File: src/rtl/bte_pkg.sv
`timescale 1ns/1ps
package bte_pkg;

    typedef enum logic [2:0] {
        ADR_TSF_LO = 3'd0,
        ADR_TSF_HI = 3'd1,
        ADR_NBT    = 3'd2,
        ADR_DBA    = 3'd3,
        ADR_SBA    = 3'd4,
        ADR_ATIM   = 3'd5,
        ADR_CTRL   = 3'd6,
        ADR_STS    = 3'd7
    } reg_addr_e;

    typedef struct packed {
        logic [15:0] period;
        logic        run;
    } ctl_t;

    // Register address that loads timer index i.
    function automatic logic [2:0] tmr_addr(input int i);
        case (i)
            0:       return ADR_NBT;
            1:       return ADR_DBA;
            2:       return ADR_SBA;
            default: return ADR_ATIM;
        endcase
    endfunction

    // Spacing test between two wrapping timers a (earlier) and b (later).
    function automatic logic gap_fits(input int a, input int b, input int w,
                                      input int per, input int span);
        return ((b - a) == w) ||
               ((a - b) == (per - w)) ||
               (((a + span) - b) == (per - w)) ||
               (((b + span) - a) == w);
    endfunction

endpackage

File: src/rtl/bte_tsf.sv
`timescale 1ns/1ps
module bte_tsf #(
    parameter int TSF_W = 64
) (
    input  logic                  clk,
    input  logic                  rst,
    input  logic                  tick,
    input  logic                  clr,
    input  logic                  ld_lo,
    input  logic                  ld_hi,
    input  logic [TSF_W/2-1:0]    ld_data,
    input  logic                  rd_lo,
    output logic [TSF_W-1:0]      tsf,
    output logic [TSF_W/2-1:0]    shadow
);
    localparam int HALF = TSF_W / 2;

    always_ff @(posedge clk) begin
        if (rst) begin
            tsf    <= '0;
            shadow <= '0;
        end else begin
            if (clr) begin
                tsf <= '0;
            end else if (ld_lo || ld_hi) begin
                if (ld_lo) tsf[HALF-1:0]     <= ld_data;
                if (ld_hi) tsf[TSF_W-1:HALF] <= ld_data;
            end else if (tick) begin
                tsf <= tsf + 1'b1;
            end
            if (rd_lo) shadow <= tsf[TSF_W-1:HALF];
        end
    end
endmodule

File: src/rtl/bte_target.sv
`timescale 1ns/1ps
module bte_target #(
    parameter int W = 16
) (
    input  logic         clk,
    input  logic         rst,
    input  logic         run,
    input  logic [W-1:0] cnt,
    input  logic [W-1:0] step,
    input  logic         ld,
    input  logic [W-1:0] ld_val,
    output logic [W-1:0] val,
    output logic         fire
);
    assign fire = run && (val == cnt);

    always_ff @(posedge clk) begin
        if (rst)       val <= '0;
        else if (ld)   val <= ld_val;
        else if (fire) val <= val + step;
    end
endmodule

File: src/rtl/bte_window.sv
`timescale 1ns/1ps
module bte_window
    import bte_pkg::*;
#(
    parameter int TW          = 16,
    parameter int FRAC        = 3,
    parameter int DMA_RESP_TU = 2
) (
    input  logic [TW-1:0]      nbt,
    input  logic [TW-1:0]      atim,
    input  logic [TW+FRAC-1:0] dba,
    input  logic [TW-1:0]      period,
    output logic               ok
);
    localparam int SPAN = 1 << TW;

    logic [TW-1:0] dba_tu;
    logic          atim_fit, dba_fit;

    assign dba_tu = dba[TW+FRAC-1:FRAC];

    always_comb begin
        atim_fit = gap_fits(int'(nbt), int'(atim), 1, int'(period), SPAN);
        dba_fit  = gap_fits(int'(dba_tu), int'(nbt), DMA_RESP_TU, int'(period), SPAN);
        ok       = atim_fit && dba_fit;
    end
endmodule

File: src/rtl/bcn_timer_engine.sv
`timescale 1ns/1ps
module bcn_timer_engine
    import bte_pkg::*;
#(
    parameter int TW          = 16,
    parameter int FRAC        = 3,
    parameter int TU_LSB      = 10,
    parameter int DMA_RESP_TU = 2,
    parameter int TSF_W       = 64
) (
    input  logic                 clk,
    input  logic                 rst,
    input  logic                 tick_us,
    input  logic                 wr_en,
    input  logic [2:0]           wr_addr,
    input  logic [TSF_W/2-1:0]   wr_data,
    input  logic                 rd_en,
    input  logic [2:0]           rd_addr,
    output logic [TSF_W/2-1:0]   rd_data,
    input  logic                 bmiss_in,
    output logic [3:0]           evt,
    output logic [4:0]           sts,
    output logic                 win_ok
);
    localparam int AW   = TW + FRAC;
    localparam int DW   = TSF_W / 2;
    localparam int NT   = 4;
    localparam int SW   = NT + 1;
    localparam int RUNB = TW;
    localparam int CLRB = TW + 1;

    ctl_t              ctl_q;
    logic [TSF_W-1:0]  tsf_q;
    logic [DW-1:0]     tsf_shadow;
    logic [TW-1:0]     tu_cnt;
    logic [AW-1:0]     fr_cnt;
    logic [AW-1:0]     tmr_q [NT];
    logic [SW-1:0]     sts_q;
    logic              tsf_clr;

    function automatic logic wr_hit(input logic [2:0] a);
        return wr_en && (wr_addr == a);
    endfunction

    // Control register
    always_ff @(posedge clk) begin
        if (rst) begin
            ctl_q <= '0;
        end else if (wr_hit(ADR_CTRL)) begin
            ctl_q.period <= wr_data[TW-1:0];
            ctl_q.run    <= wr_data[RUNB];
        end
    end

    assign tsf_clr = wr_hit(ADR_CTRL) && wr_data[CLRB];

    bte_tsf #(.TSF_W(TSF_W)) u_tsf (
        .clk     (clk),
        .rst     (rst),
        .tick    (tick_us),
        .clr     (tsf_clr),
        .ld_lo   (wr_hit(ADR_TSF_LO)),
        .ld_hi   (wr_hit(ADR_TSF_HI)),
        .ld_data (wr_data),
        .rd_lo   (rd_en && (rd_addr == ADR_TSF_LO)),
        .tsf     (tsf_q),
        .shadow  (tsf_shadow)
    );

    assign tu_cnt = tsf_q[TU_LSB+TW-1:TU_LSB];
    assign fr_cnt = tsf_q[TU_LSB+TW-1:TU_LSB-FRAC];

    // Target timers: 0 and 3 in TU, 1 and 2 in eighth-TU
    for (genvar i = 0; i < NT; i++) begin : g_tmr
        if (i == 1 || i == 2) begin : g_frac
            logic [AW-1:0] val;
            bte_target #(.W(AW)) u_t (
                .clk    (clk),
                .rst    (rst),
                .run    (ctl_q.run),
                .cnt    (fr_cnt),
                .step   ({ctl_q.period, {FRAC{1'b0}}}),
                .ld     (wr_hit(tmr_addr(i))),
                .ld_val (wr_data[AW-1:0]),
                .val    (val),
                .fire   (evt[i])
            );
            assign tmr_q[i] = val;
        end else begin : g_tu
            logic [TW-1:0] val;
            logic          ld;
            logic [TW-1:0] ld_val;
            if (i == NT - 1) begin : g_end
                // window end: direct write, or seeded from next-target write
                assign ld     = wr_hit(ADR_ATIM) || wr_hit(ADR_NBT);
                assign ld_val = wr_hit(ADR_ATIM) ? wr_data[TW-1:0]
                                                 : wr_data[TW-1:0] + 1'b1;
            end else begin : g_plain
                assign ld     = wr_hit(tmr_addr(i));
                assign ld_val = wr_data[TW-1:0];
            end
            bte_target #(.W(TW)) u_t (
                .clk    (clk),
                .rst    (rst),
                .run    (ctl_q.run),
                .cnt    (tu_cnt),
                .step   (ctl_q.period),
                .ld     (ld),
                .ld_val (ld_val),
                .val    (val),
                .fire   (evt[i])
            );
            assign tmr_q[i] = AW'(val);
        end
    end

    // Sticky status, write-one-to-clear per bit
    always_ff @(posedge clk) begin
        if (rst) begin
            sts_q <= '0;
        end else begin
            sts_q <= (sts_q & ~(wr_hit(ADR_STS) ? wr_data[SW-1:0] : '0))
                     | {evt, bmiss_in};
        end
    end
    assign sts = sts_q;

    // Read port, one cycle latency
    always_ff @(posedge clk) begin
        if (rst) begin
            rd_data <= '0;
        end else if (rd_en) begin
            case (rd_addr)
                ADR_TSF_LO: rd_data <= tsf_q[DW-1:0];
                ADR_TSF_HI: rd_data <= tsf_shadow;
                ADR_NBT:    rd_data <= DW'(tmr_q[0]);
                ADR_DBA:    rd_data <= DW'(tmr_q[1]);
                ADR_SBA:    rd_data <= DW'(tmr_q[2]);
                ADR_ATIM:   rd_data <= DW'(tmr_q[3]);
                ADR_CTRL:   rd_data <= DW'({ctl_q.run, ctl_q.period});
                default:    rd_data <= DW'(sts_q);
            endcase
        end
    end

    bte_window #(.TW(TW), .FRAC(FRAC), .DMA_RESP_TU(DMA_RESP_TU)) u_win (
        .nbt    (tmr_q[0][TW-1:0]),
        .atim   (tmr_q[3][TW-1:0]),
        .dba    (tmr_q[1]),
        .period (ctl_q.period),
        .ok     (win_ok)
    );
endmodule

File: config.mk
export PLATFORM = sky130hd
export DESIGN_NAME = bcn_timer_engine
export DESIGN_NICKNAME = d
export VERILOG_FILES = /design/src/rtl/bte_pkg.sv /design/src/rtl/bte_tsf.sv /design/src/rtl/bte_target.sv /design/src/rtl/bte_window.sv /design/src/rtl/bcn_timer_engine.sv
export SDC_FILE = /design/constraint.sdc
export NUM_CORES = 1
export LEC_CHECK = 0
export BUFFER_PORTS_ARGS = -buffer_cell sky130_fd_sc_hd__buf_2
export CORE_MARGIN = 2
export CORE_UTILIZATION = 45
export DETAILED_ROUTE_END_ITERATION = 16
export PLACE_DENSITY = 0.61
export SYNTH_ARGS = -nofsm -noshare
export SYNTH_HDL_FRONTEND = slang
export SYNTH_SLANG_ARGS = --single-unit
File: constraint.sdc
create_clock -name clk -period 11.86 [get_ports clk]
set_clock_uncertainty 0.05 [all_clocks]
set_input_delay 0 -clock clk [delete_from_list [all_inputs] [get_ports clk]]
set_output_delay 0 -clock clk [all_outputs]
set_load 0.02 [all_outputs]
Word level (Yosys, flattened, before mapping)
Index checks and enable logic that the tools add are counted.
W data, S select, Z words.
- word-level logic and storage cells: 108
- bits in registers: 220
- output and inout bits: 42
- reductions and logical operators: 33
- add/subtract/negate cells: 19
- bitwise logic cells: 3
- multiplexer cells: 15
- eq/ne operators: 27
- operators with widths (operator ; number):
    $pmux W32 S7 ; 1
    $eq A32 B32 Y1 ; 4
    $mux W64 ; 2
    $sub A32 B17 Y32 ; 4
    $mux W16 ; 5
    $mux W19 ; 4
    $sub A16 B16 Y17 ; 4
    $add A64 B1 Y64 const B ; 1
    $eq A32 B2 Y1 const B ; 2
    $eq A32 B3 Y1 const B ; 2
    $mux W32 ; 2
    $add A16 B17 Y18 const B ; 3
    $add A19 B19 Y19 ; 2
    $eq A19 B19 Y1 ; 2
    $add A16 B16 Y16 ; 2
    $eq A16 B16 Y1 ; 2
    $eq A3 B3 Y1 const B ; 7
    $sub A16 B1 Y17 const B ; 1
    $sub A16 B2 Y17 const B ; 1
    $add A16 B1 Y16 const B ; 1
    $logic_and A1 B1 Y1 ; 15
    $eq A3 B2 Y1 const B ; 4
    $reduce_bool A2 Y1 ; 5
    $logic_or A1 B1 Y1 ; 8
    other kinds (9) ; 13

Longest topological paths before layout
- word-level depth: 6
- depth in mapped cells: 22

Hierarchy
Synthesis repeated with hierarchy kept, for this count alone.
- cells, all modules: 2617
- area, all modules: 20066.7 sq um
- by module, submodules not included (module ; cells an instance ; area an instance (sq um) ; instances ; seq. area each (sq um)):
    bte_tsf ; 641 ; 5044.8 ; 1 ; 1921.8
    bte_window ; 570 ; 3997.6 ; 1 ; 0.0
    bcn_timer_engine ; 434 ; 3562.2 ; 1 ; 1081.0
    bte_target (g_tmr[1].g_frac.u_t) ; 273 ; 2062.0 ; 1 ; 380.4
    bte_target (g_tmr[2].g_frac.u_t) ; 275 ; 2038.2 ; 1 ; 380.4
    bte_target (g_tmr[0].g_tu.u_t) ; 208 ; 1686.6 ; 1 ; 320.3
    bte_target (g_tmr[3].g_tu.u_t) ; 216 ; 1675.4 ; 1 ; 320.3

Worst setup path before layout
Ideal clock, no wire load.
- path type: reg2out
- start point: reg g_tmr[0].g_tu.u_t.val[1]
- end point: out win_ok
- arrival time: 4.359 ns
- required time: 11.810 ns
- slack: 7.451 ns
- buffers on the path: 0
- stages on the path, launching flop included: 21
- cells stage by stage: dfxtp_1 inv_1 fa_1 a21oi_1 o221ai_1 a21oi_1 o21ai_0 a311o_1 a21o_1 a21oi_1 nor2_1 a211oi_1 ha_1 o22ai_1 a221oi_1 o2111ai_1 a2111oi_0 nand3_1 nor4_1 nand4_1 a22oi_1
- word-level cells in the longest chain between the ends: 6
- elaborated cells on any way between the ends: 24
- ends and longest elaborated chain (what ; line ; text):
    start: declaration ; bte_target.sv:12 ; output logic [W-1:0] val,
    start signal: assignment ; bte_target.sv:19 ; else if (ld) val <= ld_val;
    start signal: assignment ; bte_target.sv:20 ; else if (fire) val <= val + step;
    $add A16 B17 Y18, or another cell as far along ; bte_pkg.sv:35, bte_pkg.sv:36 ;
    $sub A32 B17 Y32, or another cell as far along ; bte_pkg.sv:35 ; (((a + span) - b) == (per - w)) ||
    $eq A32 B32 Y1 or $logic_or A1 B1 Y1 (tied branches) ; bte_pkg.sv:35, bte_pkg.sv:33 ;
    $logic_or A1 B1 Y1 ; bte_pkg.sv:34 ; ((a - b) == (per - w)) ||
    $logic_or A1 B1 Y1 ; bte_pkg.sv:35 ;
    $logic_and A1 B1 Y1 (*) ; bte_window.sv:25 ; ok = atim_fit && dba_fit;
    end: declaration ; bcn_timer_engine.sv:23 ; output logic win_ok
Every way passes the cells marked *; elsewhere a longest branch is shown, timed or not.

Worst setup path in the final report
Ends and elaborated chain as after synthesis.

==> run metrics <==
Die H=around 210 µm; DRC viols=0; adder-cell share of the synthesized area=a little under a tenth; RR Startpoint=u_tsf.tsf[14]$_SDFFE_PP0P_; outcome=completed; largest family of logic cells by synthesized area=compound AO/OA/AOI/OAI gates; routability congestion estimate=just under 1; Cell Count, Final, Fillers Out=3,117; Clock Tree Buf Depth=3; fmax=approximately 0.17 GHz; worst-path cell chain=inv_1 -> fa_1 -> a21oi_1 -> o221ai_1 -> a21oi_1 -> o21ai_0 -> a311o_1 -> a21o_1 -> a21oi_1 -> nor2_1 -> a211oi_1 -> ha_1 -> o22ai_1 -> a221oi_1 -> o2111ai_1 -> a2111oi_0 -> nand3_1 -> nor4_1 -> nand4_1 -> a22oi_1 -> buf_2; drt via density=6.37; syn nets=between 2,000 and 3,000; R2R depth=10; Std-Cell Rows=75; Area after DPL=19,500 µm²; global route overflow=0; Final Hold Viols=0; Final HPWL DP=58,400 µm; register cell area after layout=approximately 4400 µm²; Post-CTS Setup Inserts=0; Tmin final=between 5000 and 6000 ps; P_leak=~8.1 nW; Post-Synth XOR/XNOR Area=9.79%; startpoint types=flop; yosys warns=0; Gate Count Post-Synth=approximately 2,600; RR Endpoint=u_tsf.tsf[61]$_SDFFE_PP0P_; CTS tree=built; top post-synthesis cells by area=dfxtp_1, ha_1, xnor2_1; Post-Synth Simple-Gate Area=between 20 and 25%; Post-CTS Resized=0; RSZ-0062 raised after global routing=no; multiplexer share of the synthesized area=5.32%; Post-Place Cells=3,028; critical path's most frequent cell=a21oi_1; Post-Route WL=roughly 80,000 µm; CTS sink cnt=220; Num CTS Buffers=25; Syn-to-layout area delta=9.41%; Rel. slew slack=a little under a quarter; Detailed Route Iter0 Violations=2,234; Post-synth EDFFs=0; Worst path max stage delay=~560 ps; Slowest-stage cell, CP=fa_1; setup tns final=0 ps; worst reg2reg setup slack=between 7000 and 8000 ps; crit path max fanout=8; Worst Setup End Kind=output port; Synth Area in Compound Gates=a little under a quarter; cell taking the most area after synthesis=dfxtp_1; WL per Instance=~25 µm; ys async rst share=0%; Fillers=~4,200; hold_sp=rst; Yosys top cell area share=between 20 and 25%; global-route usage over all layers=around a third; core area=41,800 µm²; hold depth=2; PortBufs=between 80 and 90; die area=~44,000 µm²; WP data arrival=a little under 6000 ps; Chip Width=around 210 µm; Mapped Area=approximately 19,000 µm²; first-pass GRT wire length=approximately 120,000 µm; Seq/Total Area, Yosys=a little under a quarter; drt pass-1 iters=6; Post-DRT Antenna Nets=0; vias in the first global route=between 15,000 and 20,000; Final Power=0.00221 W; Worst Hold Class=input port to flop; Max Slew Vio Count=0; Critical Path RT=11,810 ps; VDD IR max=~0.12 mV; Post-CTS Hold Buffers=42; final setup violation count=0; Vias=a little under 20,000; largest net degree at the start of global routing=between 80 and 90; initial antenna violation count=2; synthesized area per cell=7.40 µm²; later-pin clock latency in the skew report=between 500 and 600 ps; Worst-Margin Slew=approximately 1100 ps; Worst Hold End=sts[0]$_SDFF_PP0_; multi-input logic area=approximately 13,000 µm²; design area=20,800 µm²; Period Utilization, post-route=49.6%; total of max-cap violations=0; IO Count=86; Final nets=around 2,700; root buf cell=clkbuf_16; clock transition at the registers of the reported paths=approximately 60 ps; share of post-route cells with drive strength above 1=approximately 8.7%; H-tree depth=1; hold slack=between 7 and 8 ps; critical path class=flop to output port; synthesized flop and latch total=220; Synth cell types=between 80 and 90; Main synth FF type=dfxtp_1; Pwr per Cell Area=106 nW/µm²; Initial Utilization=between 40% and 50%
-- worst max-delay path, delay by kind of cell (launching register included) --
| kind | cells | cell delay (ps) |
|---|---|---|
| AO/OA/AOI/OAI | 13 | 2990 |
| flip-flops | 1 | 520 |
| AND/OR/NAND/NOR | 4 | 580 |
| adder cells (fa/ha/maj) | 2 | 760 |
| buffers and inverters | 2 | 430 |
-- cell type report --
class / count / area share, %
Inverter: 91 / 1.65
Sequential cell: 220 / 21.2
Clock buffer: 34 / 3.47
Clock inverter: 12 / 0.699
Tap cell: 539 / 3.25
Antenna cell: 1 / 0.0121
Timing Repair Buffer: 161 / 5.32
Multi-Input combinational cell: 2059 / 64.4
-- kinds of logic (layout without fill, tap and decap cells) --
kind of cell	count (synthesis)	in the layout
simple gates	914	914
compound gates	713	713
buf+inv	284	298
flops	220	220
xor+xnor	212	212
fa+ha+maj	136	136
mux	84	84
other cells	0	1
-- metal layers --
metal / track usage, % / routed length, µm / up-vias
met5: 0 / 0 / -
met4: 21.9 / 5290 / 0
met3: 4.46 / 6350 / 238
met2: 57.5 / 35800 / 985
met1: 43.1 / 30600 / 9507
li1: - / - / 9132
-- how the worst max path moves through the flow --
stage / from / endpoint / slack (ps)
after floorplan: g_tmr[0].g_tu.u_t.val[1]$_SDFFE_PP0P_ / win_ok / 7450
after global placement: g_tmr[0].g_tu.u_t.val[1]$_SDFFE_PP0P_ / win_ok / 6700
after detailed placement: g_tmr[0].g_tu.u_t.val[1]$_SDFFE_PP0P_ / win_ok / 6640
after CTS: g_tmr[0].g_tu.u_t.val[1]$_SDFFE_PP0P_ / win_ok / 6040
after global routing: g_tmr[0].g_tu.u_t.val[1]$_SDFFE_PP0P_ / win_ok / 5630
final: g_tmr[0].g_tu.u_t.val[1]$_SDFFE_PP0P_ / win_ok / 5980
-- stage by stage --
step	util, %	setup WS [ps]
floorplan	-	7450
global placement	46.6	6700
detailed placement	46.6	6640
CTS	49.7	6040
global route	49.7	5630
finish	49.7	5980
-- cell usage in the layout, fill, tap and decap left out, types with 24 or more instances in the layout --
cell type,n
clkbuf_16,25
dlygate4sd3_1,42
nor2b_1,24
mux2_2,24
buf_2,84
ha_1,129
nor4_1,27
a21oi_1,230
nand4_1,36
nand3_1,79
nor2_1,274
a211oi_1,77
inv_1,91
a21o_1,30
buf_4,35
o21ai_0,131
xor2_1,73
mux2i_1,49
xnor2_1,139
a22oi_1,46
dfxtp_1,220
nor3_1,54
nand2_1,309
-- state kept, by name, indices dropped and copies added (netlist names) --
name / flops
ctl_q: 17
g_tmr.g_frac.u_t.val: 38
u_tsf.shadow: 32
g_tmr.g_tu.u_t.val: 32
rd_data: 32
sts: 5
u_tsf.tsf: 64
-- Yosys cell counts, types with 12 or more instances --
library cell and instances:
and2_1 13, nand2b_1 15, o21a_1 21, a21o_1 30, buf_2 18, o22ai_1 17, xnor2_1 139, mux2_2 24
o211ai_1 12, buf_1 12, nor2b_1 24, mux2i_1 49, nor2_1 274, a311oi_1 23, dfxtp_1 220, o21bai_1 15
nand4_1 36, inv_1 91, o21ai_0 131, and3_1 21, xor2_1 73, a31oi_1 22, nor3_1 55, clkbuf_1 144
a21oi_1 230, ha_1 129, a22oi_1 46, nand2_1 310, o31ai_1 14, nor4_1 28, nand3_1 79, a211oi_1 77
-- report_power, final --
| group | switching, W | internal [W] | total (W) |
|---|---|---|---|
| clock network | 0.000350 | 0.000490 | 0.000840 |
| registers | 0.0000457 | 0.000759 | 0.000805 |
| logic | 0.000347 | 0.000216 | 0.000564 |
No activity file was read; power rests on OpenSTA's default activity.
